### src/rtl/hold_pkg.sv
`timescale 1ns/1ps
package hold_pkg;
  typedef enum logic [1:0] {
    ST_IDLE         = 2'd0,
    ST_HIZ_WAIT_REF = 2'd1,
    ST_WAIT_RELOCK  = 2'd2
  } hold_state_e;
endpackage

### src/rtl/hold_sync.sv
`timescale 1ns/1ps
module hold_sync #(
  parameter int   STAGES  = 2,
  parameter logic RST_VAL = 1'b0
) (
  input  logic clk_i,
  input  logic rst_ni,
  input  logic d_i,
  output logic q_o
);
  logic [STAGES-1:0] chain_q;

  for (genvar g = 0; g < STAGES; g++) begin : g_stage
    if (g == 0) begin : g_first
      always_ff @(posedge clk_i or negedge rst_ni)
        if (!rst_ni) chain_q[0] <= RST_VAL;
        else         chain_q[0] <= d_i;
    end else begin : g_next
      always_ff @(posedge clk_i or negedge rst_ni)
        if (!rst_ni) chain_q[g] <= RST_VAL;
        else         chain_q[g] <= chain_q[g-1];
    end
  end

  assign q_o = chain_q[STAGES-1];
endmodule

### src/rtl/hold_trig.sv
`timescale 1ns/1ps
module hold_trig (
  input  logic clk_i,
  input  logic rst_ni,
  input  logic sync_s_i,
  input  logic lock_det_i,
  input  logic ald_s_i,
  input  logic ald_check_en_i,
  input  logic man_act_i,
  input  logic auto_act_i,
  input  logic armed_i,
  output logic man_fall_o,
  output logic auto_trig_o
);
  logic sync_prev_q, lock_prev_q;
  logic lock_fall, ald_ok;

  always_ff @(posedge clk_i or negedge rst_ni) begin
    if (!rst_ni) begin
      sync_prev_q <= 1'b1;
      lock_prev_q <= 1'b0;
    end else begin
      sync_prev_q <= sync_s_i;
      lock_prev_q <= lock_det_i;
    end
  end

  assign lock_fall   = lock_prev_q & ~lock_det_i;
  // pin check off: pin counts as high
  assign ald_ok      = ald_s_i | ~ald_check_en_i;
  assign man_fall_o  = man_act_i & sync_prev_q & ~sync_s_i;
  assign auto_trig_o = auto_act_i & armed_i & lock_fall & ald_ok;
endmodule

### src/rtl/hold_fsm.sv
`timescale 1ns/1ps
module hold_fsm
  import hold_pkg::*;
(
  input  logic clk_i,
  input  logic rst_ni,
  input  logic hold_en_i,
  input  logic man_fall_i,
  input  logic auto_trig_i,
  input  logic sync_s_i,
  input  logic lock_det_i,
  input  logic ref_edge_i,
  output logic cp_hiz_o,
  output logic bcnt_rst_o,
  output logic armed_o
);
  hold_state_e state_q, state_d;
  logic man_pend_q, man_pend_d;
  logic auto_src_q, auto_src_d;
  logic bcnt_q, bcnt_d;
  logic man_block, release_ok;

  // manual cause persists until the synced pin is back high
  assign man_block  = (man_pend_q & ~sync_s_i) | man_fall_i;
  assign release_ok = ref_edge_i & ~man_block & ~auto_trig_i;

  always_comb begin
    state_d    = state_q;
    man_pend_d = man_pend_q;
    auto_src_d = auto_src_q;
    bcnt_d     = 1'b0;
    if (!hold_en_i) begin
      state_d    = ST_IDLE;
      man_pend_d = 1'b0;
      auto_src_d = 1'b0;
    end else begin
      unique case (state_q)
        ST_IDLE: begin
          if (man_fall_i || auto_trig_i) begin
            state_d    = ST_HIZ_WAIT_REF;
            man_pend_d = man_fall_i;
            auto_src_d = auto_trig_i;
          end
        end
        ST_HIZ_WAIT_REF: begin
          if (man_fall_i)  man_pend_d = 1'b1;
          if (auto_trig_i) auto_src_d = 1'b1;
          if (release_ok) begin
            state_d    = auto_src_q ? ST_WAIT_RELOCK : ST_IDLE;
            man_pend_d = 1'b0;
            bcnt_d     = 1'b1;
          end
        end
        ST_WAIT_RELOCK: begin
          if (man_fall_i) begin
            state_d    = ST_HIZ_WAIT_REF;
            man_pend_d = 1'b1;
          end else if (lock_det_i) begin
            state_d    = ST_IDLE;
            auto_src_d = 1'b0;
          end
        end
        default: state_d = ST_IDLE;
      endcase
    end
  end

  always_ff @(posedge clk_i or negedge rst_ni) begin
    if (!rst_ni) begin
      state_q    <= ST_IDLE;
      man_pend_q <= 1'b0;
      auto_src_q <= 1'b0;
      bcnt_q     <= 1'b0;
    end else begin
      state_q    <= state_d;
      man_pend_q <= man_pend_d;
      auto_src_q <= auto_src_d;
      bcnt_q     <= bcnt_d;
    end
  end

  assign cp_hiz_o   = (state_q == ST_HIZ_WAIT_REF);
  assign bcnt_rst_o = bcnt_q;
  assign armed_o    = (state_q != ST_WAIT_RELOCK);
endmodule

### src/rtl/cp_holdover_ctrl.sv
`timescale 1ns/1ps
module cp_holdover_ctrl #(
  parameter int SYNC_STAGES = 2
) (
  input  logic clk_i,
  input  logic rst_ni,
  input  logic sync_ni,
  input  logic lock_det_i,
  input  logic ald_pin_i,
  input  logic ref_edge_i,
  input  logic master_en_i,
  input  logic func_en_i,
  input  logic manual_en_i,
  input  logic auto_en_i,
  input  logic ald_check_en_i,
  input  logic cal_req_i,
  output logic cp_hiz_o,
  output logic bcnt_rst_o,
  output logic cal_blocked_o
);
  logic hold_en, man_act, auto_act;
  logic sync_s, ald_s, man_fall, auto_trig, armed;

  assign hold_en       = master_en_i & func_en_i;
  assign man_act       = hold_en & manual_en_i;
  assign auto_act      = hold_en & auto_en_i;
  assign cal_blocked_o = cal_req_i & hold_en;

  hold_sync #(.STAGES(SYNC_STAGES), .RST_VAL(1'b1)) u_sync_pin (
    .clk_i(clk_i), .rst_ni(rst_ni), .d_i(sync_ni), .q_o(sync_s)
  );

  hold_sync #(.STAGES(SYNC_STAGES), .RST_VAL(1'b0)) u_ald_pin (
    .clk_i(clk_i), .rst_ni(rst_ni), .d_i(ald_pin_i), .q_o(ald_s)
  );

  hold_trig u_trig (
    .clk_i(clk_i), .rst_ni(rst_ni),
    .sync_s_i(sync_s), .lock_det_i(lock_det_i), .ald_s_i(ald_s),
    .ald_check_en_i(ald_check_en_i),
    .man_act_i(man_act), .auto_act_i(auto_act), .armed_i(armed),
    .man_fall_o(man_fall), .auto_trig_o(auto_trig)
  );

  hold_fsm u_fsm (
    .clk_i(clk_i), .rst_ni(rst_ni), .hold_en_i(hold_en),
    .man_fall_i(man_fall), .auto_trig_i(auto_trig),
    .sync_s_i(sync_s), .lock_det_i(lock_det_i), .ref_edge_i(ref_edge_i),
    .cp_hiz_o(cp_hiz_o), .bcnt_rst_o(bcnt_rst_o), .armed_o(armed)
  );
endmodule

### config.mk
export PLATFORM = sky130hd
export DESIGN_NAME = cp_holdover_ctrl
export DESIGN_NICKNAME = d
export VERILOG_FILES = /design/src/rtl/hold_pkg.sv /design/src/rtl/hold_sync.sv /design/src/rtl/hold_trig.sv /design/src/rtl/hold_fsm.sv /design/src/rtl/cp_holdover_ctrl.sv
export SDC_FILE = /design/constraint.sdc
export NUM_CORES = 1
export LEC_CHECK = 0
export BUFFER_PORTS_ARGS = -buffer_cell sky130_fd_sc_hd__buf_2
export CAP_MARGIN = 20
export CORE_AREA = 5 5 42 44
export DETAILED_ROUTE_END_ITERATION = 8
export DIE_AREA = 0 0 47 49
export PLACE_DENSITY = 0.73
export SYNTH_ARGS = -nofsm -noshare
export SYNTH_HDL_FRONTEND = slang
export SYNTH_SLANG_ARGS = --single-unit
export TNS_END_PERCENT = 100
### constraint.sdc
create_clock -name clk_i -period 3.4 [get_ports clk_i]
set_input_delay 0.51 -clock clk_i [delete_from_list [all_inputs] [get_ports clk_i]]
set_output_delay 0.51 -clock clk_i [all_outputs]
set_load 0.005 [all_outputs]
# Yosys cells after proc, flatten, opt, wreduce, memory -nomap -nowiden
# Cells that the tools add are included.
# word_totals
out_inout_bits,3
reg_bits,11
wordCells,66
# op_classes
n_mux,21
n_reduce_logical,5
eq_ne,10
bitwise_logic,20
# ops
operator,count
bitwise AND 1 bit,13
two-way mux 1 bit,12
two-way mux 2 bit,6
"inequality test 3 x 2 -> 1 bit, second input constant",3
"inequality test 3 bit, second input constant",2
one-hot mux 1 bit (3 select lines),2
one-hot mux 2 bit (3 select lines),1
inverter 1 bit,5
AND reduction 5 bit,1
"inequality test 4 x 2 -> 1 bit, second input constant",1
"inequality test 4 x 3 -> 1 bit, second input constant",1
AND reduction 3 bit,1
"equality test 2 x 1 -> 1 bit, second input constant",1
"equality test 2 bit, second input constant",1
logical NOT 2 bit,1
"inequality test 2 bit, second input constant",1
OR 1 bit,2
AND reduction 2 bit,1
logical OR 1 bit,1

# Longest topological paths before layout
# Gate-level depths: netlist of run 1.
# logic_depth
depth_word,11
mapped_depth,6
depth_no_buf,6

# Cells and area by module
# Synthesis of run 1 repeated with hierarchy kept, for this count alone.
# unflattened
cells_unflattened,57
area_unflattened_um2,604.3
# by_module_without_submodules
mod,area_per_inst_um2,cells_per_inst,instances
hold_fsm,395.4,42,1
hold_trig,80.1,7,1
hold_sync (u_sync_pin),52.6,2,1
hold_sync (u_ald_pin),50.0,2,1
cp_holdover_ctrl,26.3,4,1

# Worst setup path before layout of run 1
# No wires, ideal clock.
# synth_path
kind,register to register
from,reg u_fsm.state_q[0]
to,reg u_fsm.man_pend_q
path_stages_with_launch,7
slack_ns,1.679
arrival_time_ns,1.593
required_ns,3.272
period_less_slack_ns,1.721
path_buffers,0
path_cell_list,dfrtp_1 inv_1 ha_1 and4bb_4 a221o_1 a211oi_2 a31oi_1
# synth_via
elab_chain_len,9
elab_cells_between_ends,16
cone_classes,eq/ne (5); mux (3); bitwise (5); reduce/logical (3)
# synth_rtl
element,line_no,text
from (decl),hold_fsm.sv:17,"hold_state_e state_q, state_d;"
from (signal assigned),hold_fsm.sv:75,state_q <= state_d;
inequality test 2 bit,hold_fsm.sv:84,assign armed_o = (state_q != ST_WAIT_RELOCK);
bitwise AND 1 bit (3 in series),hold_trig.sv:32,assign auto_trig_o = auto_act_i & armed_i & lock_fall & ald_ok;
inverter 1 bit,hold_fsm.sv:25,assign release_ok = ref_edge_i & ~man_block & ~auto_trig_i;
bitwise AND 1 bit,hold_fsm.sv:25,
two-way mux 1 bit,hold_fsm.sv:48,if (release_ok) begin
one-hot mux 1 bit (3 select lines),hold_fsm.sv:37,unique case (state_q)
two-way mux 1 bit,hold_fsm.sv:32,if (!hold_en_i) begin
to (signal assigned),hold_fsm.sv:76,man_pend_q <= man_pend_d;
to (decl),hold_fsm.sv:18,"logic man_pend_q, man_pend_d;"
# Several ways; a longest one is shown, not always the timed one.
# A chain may end at the register's enable or synchronous reset.

# Worst setup path in the final report of run 1
# Same ends and word-level chain as after synthesis.

==> summary.txt, run 1 <==
Status - complete, no violations
Clk buf depth - 2
Routed vias - 574
HPWL after DPL - 1.09 mm
ANT nets after route - 0
Post-synth EDFFs - 0
Clock Skews - 4.96 ps
Post-CTS Hold Buffers - 0
Clk sinks - 11
Residual DRC - 0
Total grt overflow - 0
Pin count of the biggest net entering global routing - 12
Final Util - 0.548
R2r worst-path depth - 6
Clock-pin slew on the worst setup and hold paths - 70 ps
Seq/Total Area, Yosys - 0.429
Die ar. - 2300 um^2
Ant. Diodes - 0
Top FF cell, synth - dfrtp_1
Hold_ws - 92.5 ps
Reg2Reg Launch Point - u_fsm.state_q[0]$_DFFE_PN0P_
Leakage - 0.370 nW
Critical Path AT - 2070 ps
Final hold vios - 0
Number of global-route vias before repair - 534
# Max-Cap Violations - 0
Avg WL per Cell - 14.6 um
Least-Margin Pin Slew - 406 ps
Synth cell count leaders - 8 x dfrtp_1, 6 x inv_1, 4 x ha_1
Clock tree from TritonCTS - built
Worst skew pair latency - 270 ps
Hold Crit Class - in -> async
First drt pass iteration count - 4
Initial Util - 0.464
Root Buffer Master - clkbuf_4
Share of layout cells above drive strength 1 - 0.291
Post-CTS resize count - 0
TNS Setup - 0 ps
Initial DRC Count - 27
Pwr Density - 388 nW/um^2
F_max - 0.520 GHz
Slew margin rel. - 0.727
FF-to-FF End - u_fsm.man_pend_q$_DFFE_PN0P_
Syn nets - 77
RSZ-0062 raised after global routing - false
Area growth from synthesis to layout - 18.1%
CP Class - reg -> reg
Min Tclk post-route - 1920 ps
Setup Fix Bufs, Post-CTS - 0
# rows - 14
CTS H-Tree Depth - 1
CORE AREA - 1400 um^2
Slew Limit Fails - 0
Fin nets - 96
Reg2Reg Setup Slack - 1480 ps
GRT Overall Usage - 0.141
Part of the cycle the worst path needs - 0.566
GPL Wtd Cong - 0.818
CP required - 3550 ps
Antenna violations before repair - 0
CTS Buf Count - 3
Input/output buffers - 14
Chip height - 49 um
FILL cells - 135
Final Setup Violations - 0
Synth top area share - 0.308
Most frequent cell after synthesis - dfrtp_1
Cells after Synth - 61
Crit path capture type - flop
Peak VDD IR - 0.250 mV
Crit path max fanout - 7
Library cells used by synthesis - 35
First-pass GRT wire length - 2.34 mm
Ys async rst share - 1.00
Startpoint Class - flop
DIE WIDTH - 47 um
Yosys reg bits - 11
Crit. Startpoint - u_fsm.state_q[0]$_DFFE_PN0P_
Synth top area cells - dfrtp_1 31%, dfstp_2 12%, ha_1 7.7%
Post-Syn Area - 651 um^2
Routed Wire Length - 1.39 mm
Via density - 6.04
I/O pins - 15
Synth Warn # - 0
Mean Syn Cell Area - 10.7 um^2
Yosys top cell by area - dfrtp_1
[per-stage QoR]
stage          total power, W  setup slack [ps]  area (um^2)  std cells
3_3_place_gp         0.000211              1570          741         91
4_1_cts              0.000303              1500          768         95
2_1_floorplan        0.000188              1680          651         61
3_5_place_dp         0.000212              1520          741         91
6_report             0.000298              1480          768         95
5_1_grt              0.000318              1360          768         95
[worst max path at each step]
| stage | to | cells past startpoint |
|---|---|---|
| CTS | u_fsm.man_pend_q$_DFFE_PN0P_ | 6 |
| finish | u_fsm.man_pend_q$_DFFE_PN0P_ | 6 |
| global placement | u_fsm.state_q[0]$_DFFE_PN0P_ | 6 |
| floorplan | u_fsm.man_pend_q$_DFFE_PN0P_ | 6 |
| detailed placement | u_fsm.man_pend_q$_DFFE_PN0P_ | 6 |
| global route | u_fsm.state_q[0]$_DFFE_PN0P_ | 6 |
[state kept, by name, indices dropped and copies added, names as in the netlist]
register / cells
u_sync_pin.q_o: 1
u_trig.lock_prev_q: 1
u_sync_pin.chain_q: 1
u_trig.sync_prev_q: 1
u_fsm.man_pend_q: 1
u_ald_pin.q_o: 1
u_fsm.state_q: 2
u_ald_pin.chain_q: 1
u_fsm.bcnt_rst_o: 1
u_fsm.auto_src_q: 1
[logic make-up (layout without fill, tap and decap cells)]
family | Yosys count | in the layout | synth area share
mux | 1 | 1 | 0.0154
fa+ha+maj | 4 | 4 | 0.0769
buf+inv | 6 | 24 | 0.0346
flops | 11 | 11 | 0.429
simple gates | 17 | 17 | 0.175
compound gates | 22 | 22 | 0.269
[power breakdown]
part           leakage [nW]  internal [W]  switching (W)
combinational         0.217     0.0000288      0.0000385
clock                0.0177     0.0000435      0.0000439
sequential            0.135      0.000139     0.00000459
[cell type report]
cell class              instances  area (um^2)  area share
multi-input cells              44          349       0.454
flip-flops and latches         11          279       0.363
repair buffers                 14         70.1      0.0912
clock buffers                   3         22.5      0.0293
inverters                       6         22.5      0.0293
well taps                      16         20.0      0.0261
clock inverters                 1         5.00     0.00651
[layer usage]
layer	GRT usage	share of wire	vias to the layer above
li1	-	-	276
met1	0.183	0.43	273
met2	0.206	0.49	23
met3	0.0332	0.073	2
met4	0.0829	0.0093	0
met5	0	0	-
[worst max-delay path, cell delays in order (launching register included)]
cell      delay, ps
dfrtp_1         420
inv_1           130
ha_1            260
and4bb_4        240
a221o_1         380
a211oi_2        260
a31oi_1         120
[cells in the final DEF (no fill, tap or decap), drive strengths merged]
master | Yosys | final
a22o | 1 | 1
o311ai | 1 | 1
o2bb2ai | 2 | 2
and4bb | 1 | 1
a21o | 2 | 2
and3b | 1 | 1
nor3 | 1 | 1
nand3 | 1 | 1
o2111a | 1 | 1
inv | 6 | 6
nand2 | 1 | 1
mux2i | 1 | 1
and2 | 1 | 1
buf | 0 | 14
a221oi | 1 | 1
nand4 | 1 | 1
nor2b | 1 | 1
and3 | 2 | 2
nand4b | 1 | 1
a2bb2oi | 1 | 1
nor3b | 1 | 1
dfstp | 3 | 3
clkinv | 0 | 1
o21bai | 1 | 1
a211oi | 4 | 4
o21ai | 1 | 1
or3 | 1 | 1
a21oi | 3 | 3
clkbuf | 0 | 3
nand2b | 1 | 1
nand3b | 1 | 1
a31oi | 1 | 1
dfrtp | 8 | 8
a221o | 1 | 1
o2111ai | 2 | 2
nor2 | 2 | 2
ha | 4 | 4
Power figures use the tool's default switching activity.
==> run 2, diff against run 1 <==
--- a/config.mk
+++ b/config.mk
@@ -7,10 +7,10 @@
 export LEC_CHECK = 0
 export BUFFER_PORTS_ARGS = -buffer_cell sky130_fd_sc_hd__buf_2
 export CAP_MARGIN = 20
-export CORE_AREA = 5 5 42 44
+export CORE_MARGIN = 5
+export CORE_UTILIZATION = 50
 export DETAILED_ROUTE_END_ITERATION = 8
-export DIE_AREA = 0 0 47 49
-export PLACE_DENSITY = 0.73
+export PLACE_DENSITY = 0.75
 export SYNTH_ARGS = -nofsm -noshare
 export SYNTH_HDL_FRONTEND = slang
 export SYNTH_SLANG_ARGS = --single-unit
==> constraint.sdc (replaced) <==
create_clock -name clk_i -period 2 [get_ports clk_i]
set_input_delay 0.3 -clock clk_i [delete_from_list [all_inputs] [get_ports clk_i]]
set_output_delay 0.3 -clock clk_i [all_outputs]
set_load 0.005 [all_outputs]
==> summary.txt, run 2 (synthesis gave the netlist of run 1 again) <==
Fin nets - 97 (was 96)
Min Tclk post-route - 1860 ps (was 1920 ps)
Peak VDD IR - 0.397 mV (was 0.250 mV)
Leakage - 0.370 nW (about the same)
Hold endpoint - u_sync_pin.chain_q[0]$_DFF_PN1_
FF-to-FF End - u_fsm.state_q[0]$_DFFE_PN0P_ (was u_fsm.man_pend_q$_DFFE_PN0P_)
Most common cell after layout, fill and taps aside - buf_2 (unchanged)
Avg WL per Cell - 14.2 um (was 14.6 um)
DIE WIDTH - 46.1 um (was 47 um)
TNS Setup - 0 ps (unchanged)
Worst skew pair latency - 260 ps (was 270 ps)
Antenna violations before repair - 0 (unchanged)
Total grt overflow - 0 (unchanged)
Clock-pin slew on the worst setup and hold paths - 60 ps (was 70 ps)
Number of global-route vias before repair - 581 (was 534)
Reg2Reg Launch Point - u_fsm.state_q[0]$_DFFE_PN0P_ (unchanged)
Clk sinks - 11 (unchanged)
DR top layer - met4 (unchanged)
Clock tree from TritonCTS - built (unchanged)
Max reg flops - 2 (unchanged)
DP Cell Count - 90 (was 91)
R2r worst-path depth - 6 (unchanged)
Hold Startpoint - sync_ni
Routed Wire Length - 1.35 mm (was 1.39 mm)
WL met2 - 599 um (was 677 um)
Slew Limit Fails - 0 (unchanged)
Startpoint Class - flop (unchanged)
Setup Fix Bufs, Post-CTS - 0 (unchanged)
First drt pass iteration count - 4 (unchanged)
Initial DRC Count - 9 (was 27)
CP required - 2130 ps (was 3550 ps)
Part of the cycle the worst path needs - 0.932 (was 0.566)
Crit-path max cell delay - 410 ps (was 420 ps)
Critical Path AT - 2000 ps (was 2070 ps)
F_max - 0.537 GHz (was 0.520 GHz)
HPWL after DPL - 1.12 mm (was 1.09 mm)
CTS H-Tree Depth - 1 (unchanged)
Slowest stage cell on the critical path - dfrtp_1 (unchanged)
Input/output buffers - 14 (unchanged)
Slew margin rel. - 0.738 (was 0.727)
Crit path capture type - flop (unchanged)
Die ar. - 2120 um^2 (was 2300 um^2)
Via density - 6.02 (was 6.04)
Final hold vios - 0 (unchanged)
Area growth from synthesis to layout - 19.6% (was 18.1%)
Residual DRC - 0 (unchanged)
Cell breakdown of the critical path - inv_1 -> ha_2 -> and4bb_4 -> a221o_1 -> a211oi_1 -> a221oi_1 (was inv_1 -> ha_1 -> and4bb_4 -> a221o_1 -> a211oi_2 -> a31oi_1)
Layout Cells excl Fill - 95 (unchanged)
Share of layout cells above drive strength 1 - 0.288 (was 0.291)
Hold Crit Class - in -> reg (was in -> async)
Initial Util - 0.513 (was 0.464)
Root Buffer Master - clkbuf_4 (unchanged)
ANT nets after route - 0 (unchanged)
Clock Skews - 1.88 ps (was 4.96 ps)
Reg2Reg Setup Slack - 140 ps (was 1480 ps)
Status - complete, no violations (unchanged)
Top reg by flops - u_fsm.state_q (unchanged)
GPL Wtd Cong - 0.844 (was 0.818)
Chip height - 46.1 um (was 49 um)
Commonest non-fill, non-tap cells in the layout - 14 x buf_2, 8 x dfrtp_1, 6 x inv_1 (unchanged)
Pwr Density - 642 nW/um^2 (was 388 nW/um^2)
CORE AREA - 1270 um^2 (was 1400 um^2)
CTS Buf Count - 3 (unchanged)
Pin count of the biggest net entering global routing - 12 (unchanged)
Clk buf depth - 2 (unchanged)
Crit path max fanout - 7 (unchanged)
Hold path cells - 1
Routed vias - 572 (was 574)
RSZ-0062 raised after global routing - false (unchanged)
CP Class - reg -> reg (unchanged)
First-pass GRT wire length - 2.44 mm (was 2.34 mm)
# Max-Cap Violations - 0 (unchanged)
I/O pins - 15 (unchanged)
M1 wire length - 645 um (was 598 um)
Least-Margin Pin Slew - 389 ps (was 406 ps)
# rows - 13 (was 14)
Final Setup Violations - 0 (unchanged)
Routed wl met3 - 91 um (was 101 um)
Final Util - 0.613 (was 0.548)
Ant. Diodes - 0 (unchanged)
GRT Overall Usage - 0.159 (was 0.141)
==> run 2: changes by cell type in the layout (fill, tap and decap cells not counted), sizes merged <==
cell and change:
clkbuf +1, dlygate4sd3 +1, clkinv -1
==> run 2: final cells by class <==
type / instances / area (um^2)
Fill cell: 115 / 490
Multi-Input combinational cell: 44 / 352
Sequential cell: 11 / 279
Timing Repair Buffer: 15 / 80.1
Clock buffer: 4 / 26.3
Inverter: 6 / 22.5
Tap cell: 15 / 18.8
==> run 2: what timing repair did <==
item	CTS	global route
hold buffers	1	0
gates resized for setup	0	1
endpoints found under the setup margin	0	2
endpoints found under the hold margin	8	0
==> run 2: worst max-delay path by stage <==
stage | to | slack (ps) | start
2_1_floorplan | u_fsm.man_pend_q$_DFFE_PN0P_ | 280 | u_fsm.state_q[0]$_DFFE_PN0P_
4_1_cts | u_fsm.state_q[0]$_DFFE_PN0P_ | 100 | u_fsm.state_q[0]$_DFFE_PN0P_
3_3_place_gp | u_fsm.state_q[0]$_DFFE_PN0P_ | 180 | u_fsm.state_q[0]$_DFFE_PN0P_
3_5_place_dp | u_fsm.state_q[0]$_DFFE_PN0P_ | 130 | u_fsm.state_q[0]$_DFFE_PN0P_
5_1_grt | u_fsm.state_q[0]$_DFFE_PN0P_ | 40 | u_fsm.state_q[0]$_DFFE_PN0P_
6_report | u_fsm.state_q[0]$_DFFE_PN0P_ | 140 | u_fsm.state_q[0]$_DFFE_PN0P_
==> run 2: worst max-delay path, delay by kind of cell, from the launching register on <==
kind / cells / cell delay [ps]
AOI/OAI and AO/OA: 3 / 730
adders and majority gates: 1 / 250
buffers and inverters: 1 / 110
DFF: 1 / 410
and+or+nand+nor: 1 / 230
==> run 2: power breakdown <==
group | internal [W] | total, W | leakage [nW] | switching (W)
registers | 0.000236 | 0.000243 | 0.135 | 0.00000707
logic | 0.0000503 | 0.000115 | 0.220 | 0.0000646
clock network | 0.0000770 | 0.000142 | 0.0150 | 0.0000651
==> run 2: metrics by stage <==
step / instance area, um^2 / power, W / hold WS, ps / worst slack (ps)
after global routing: 778 / 0.000536 / 115 / 35.9
after global placement: 739 / 0.000360 / 175 / 177
after detailed placement: 739 / 0.000360 / 177 / 126
after CTS: 776 / 0.000508 / 126 / 103
final: 778 / 0.000500 / 135 / 137
after floorplan: 651 / 0.000320 / 4.41 / 279
==> run 2: routing by layer <==
layer  vias to the layer above  global-route usage
li1                        277                   -
met1                       274               0.224
met2                        19               0.239
met3                         2              0.0117
met4                         0              0.0852
met5                         -                   0
==> run 3, diff against run 2 <==
--- a/config.mk
+++ b/config.mk
@@ -7,10 +7,13 @@
 export LEC_CHECK = 0
 export BUFFER_PORTS_ARGS = -buffer_cell sky130_fd_sc_hd__buf_2
 export CAP_MARGIN = 20
+export CELL_PAD_IN_SITES_DETAIL_PLACEMENT = 2
+export CELL_PAD_IN_SITES_GLOBAL_PLACEMENT = 2
+export CORE_ASPECT_RATIO = 0.7
 export CORE_MARGIN = 5
-export CORE_UTILIZATION = 50
+export CORE_UTILIZATION = 31
 export DETAILED_ROUTE_END_ITERATION = 8
-export PLACE_DENSITY = 0.75
+export PLACE_DENSITY_LB_ADDON = 0.1
 export SYNTH_ARGS = -nofsm -noshare
 export SYNTH_HDL_FRONTEND = slang
 export SYNTH_SLANG_ARGS = --single-unit
==> summary.txt, run 3 (synthesis gave the netlist of run 1 again) <==
DIE WIDTH - 64.8 um (was 46.1 um)
CTS Buf Count - 3 (unchanged)
# rows - 13 (unchanged)
Leakage - 0.380 nW (was 0.370 nW)
CP required - 2140 ps (was 2130 ps)
Hold endpoint - u_sync_pin.chain_q[0]$_DFF_PN1_ (unchanged)
GPL Wtd Cong - 0.861 (was 0.844)
Slew Limit Fails - 0 (unchanged)
Clock Skews - 4.47 ps (was 1.88 ps)
Setup Fix Bufs, Post-CTS - 0 (unchanged)
Via density - 5.87 (was 6.02)
Hold Startpoint - sync_ni (unchanged)
Clock tree from TritonCTS - built (unchanged)
Part of the cycle the worst path needs - 0.937 (was 0.932)
Clk buf depth - 2 (unchanged)
Slew margin rel. - 0.797 (was 0.738)
Reg2Reg Launch Point - u_fsm.state_q[0]$_DFFE_PN0P_ (unchanged)
Min Tclk post-route - 1870 ps (was 1860 ps)
Routed vias - 605 (was 572)
Total grt overflow - 0 (unchanged)
Total Power - 0.000530 W (was 0.000500 W)
Most common cell after layout, fill and taps aside - buf_2 (unchanged)
# Max-Cap Violations - 0 (unchanged)
Final Setup Violations - 0 (unchanged)
Max reg flops - 2 (unchanged)
Crit path max fanout - 7 (unchanged)
Initial DRC Count - 24 (was 9)
Worst skew pair latency - 260 ps (about the same)
Reg2Reg Setup Slack - 130 ps (was 140 ps)
Pin count of the biggest net entering global routing - 12 (unchanged)
Antenna violations before repair - 0 (unchanged)
Hold path cells - 1 (unchanged)
Fin nets - 98 (was 97)
Top reg by flops - u_fsm.state_q (unchanged)
Chip height - 48.3 um (was 46.1 um)
Clk sinks - 11 (unchanged)
FF-to-FF End - u_fsm.man_pend_q$_DFFE_PN0P_ (was u_fsm.state_q[0]$_DFFE_PN0P_)
Initial Util - 0.339 (was 0.513)
Status - complete, no violations (unchanged)
HPWL after DPL - 1.53 mm (was 1.12 mm)
CTS H-Tree Depth - 1 (unchanged)
TNS Setup - 0 ps (unchanged)
Residual DRC - 0 (unchanged)
GRT Overall Usage - 0.127 (was 0.159)
Input/output buffers - 14 (unchanged)
Number of global-route vias before repair - 630 (was 581)
Avg WL per Cell - 18.7 um (was 14.2 um)
R2r worst-path depth - 6 (unchanged)
First drt pass iteration count - 4 (unchanged)
Least-Margin Pin Slew - 300 ps (was 389 ps)
Root Buffer Master - clkbuf_4 (unchanged)
Critical Path AT - 2020 ps (was 2000 ps)
Final hold vios - 0 (unchanged)
Area growth from synthesis to layout - 25.8% (was 19.6%)
Die ar. - 3130 um^2 (was 2120 um^2)
RSZ-0062 raised after global routing - false (unchanged)
Crit path capture type - flop (unchanged)
Ant. Diodes - 0 (unchanged)
Commonest non-fill, non-tap cells in the layout - 14 x buf_2, 8 x dfrtp_1, 6 x inv_1 (unchanged)
Share of layout cells above drive strength 1 - 0.346 (was 0.288)
Hold Crit Class - in -> reg (unchanged)
CP Class - reg -> reg (unchanged)
Clock-pin slew on the worst setup and hold paths - 80 ps (was 60 ps)
Routed Wire Length - 1.93 mm (was 1.35 mm)
Peak VDD IR - 0.311 mV (was 0.397 mV)
Startpoint Class - flop (unchanged)
ANT nets after route - 0 (unchanged)
First-pass GRT wire length - 3.13 mm (was 2.44 mm)
Pwr Density - 647 nW/um^2 (was 642 nW/um^2)
F_max - 0.534 GHz (was 0.537 GHz)
CORE AREA - 1920 um^2 (was 1270 um^2)
I/O pins - 15 (unchanged)
## run 3: cell count changes in the layout (fill, tap and decap cells not counted), sizes merged
cell | before | now
clkinv | 0 | 1
clkbuf | 4 | 3
buf | 14 | 15
## run 3: per-layer routing
metal  up-vias  routed length (um)  GRT usage
met5         -                   0          0
met4         0                   0     0.0211
met3         0                 107     0.0300
met2        15                 840      0.185
met1       308                 981      0.190
li1        282                   -          -
## run 3: layout make-up
cell class                 instances  area (um^2)
inverter                           6         22.5
tap                               22         27.5
fill                             213         1100
clock inverter                     1         5.00
timing repair buffer              16         87.6
clock buffer                       3         22.5
multi-input combinational         44          374
sequential                        11          279
## run 3: repair_timing
item,in CTS,in global routing
hold buffers,1,0
endpoints found under the hold margin,8,0
pin swaps,0,0
gates resized for setup,1,4
setup endpoints to repair,1,3
## run 3: worst max-delay path by stage
stage                                         endpoint                         start  depth (start not counted)  slack (ps)
after floorplan           u_fsm.man_pend_q$_DFFE_PN0P_  u_fsm.state_q[0]$_DFFE_PN0P_                          6         280
after global placement    u_fsm.state_q[0]$_DFFE_PN0P_  u_fsm.state_q[0]$_DFFE_PN0P_                          6         140
after detailed placement  u_fsm.state_q[0]$_DFFE_PN0P_  u_fsm.state_q[0]$_DFFE_PN0P_                          6          10
after CTS                 u_fsm.state_q[0]$_DFFE_PN0P_  u_fsm.state_q[0]$_DFFE_PN0P_                          6           5
after global routing      u_fsm.man_pend_q$_DFFE_PN0P_  u_fsm.state_q[0]$_DFFE_PN0P_                          6          40
final                     u_fsm.man_pend_q$_DFFE_PN0P_  u_fsm.state_q[0]$_DFFE_PN0P_                          6         130
## run 3: metrics by stage
| stage | utilization | setup WS [ps] | area [um^2] | hold WS [ps] | cells |
|---|---|---|---|---|---|
| 3_5_place_dp | 0.394 | 10.1 | 756 | 185 | 98 |
| 3_3_place_gp | 0.394 | 139 | 756 | 176 | 98 |
| 2_1_floorplan | - | 279 | 651 | 4.41 | 61 |
| 5_1_grt | 0.426 | 41.5 | 818 | 111 | 103 |
| 6_report | 0.426 | 126 | 818 | 129 | 103 |
| 4_1_cts | 0.416 | 5.45 | 798 | 122 | 103 |
## run 3: power by group
group	switching (W)	internal (W)	leakage [nW]
Clock	0.0000777	0.0000738	0.0177
Combinational	0.0000771	0.0000575	0.228
Sequential	0.00000793	0.000236	0.135
## run 3: worst max-delay path, cell delays in order, from the launching register on
cell and delay, ps:
dfrtp_1 420, inv_1 170, ha_4 200, and4bb_4 220
a221o_1 390, a211oi_2 230, a31oi_1 110
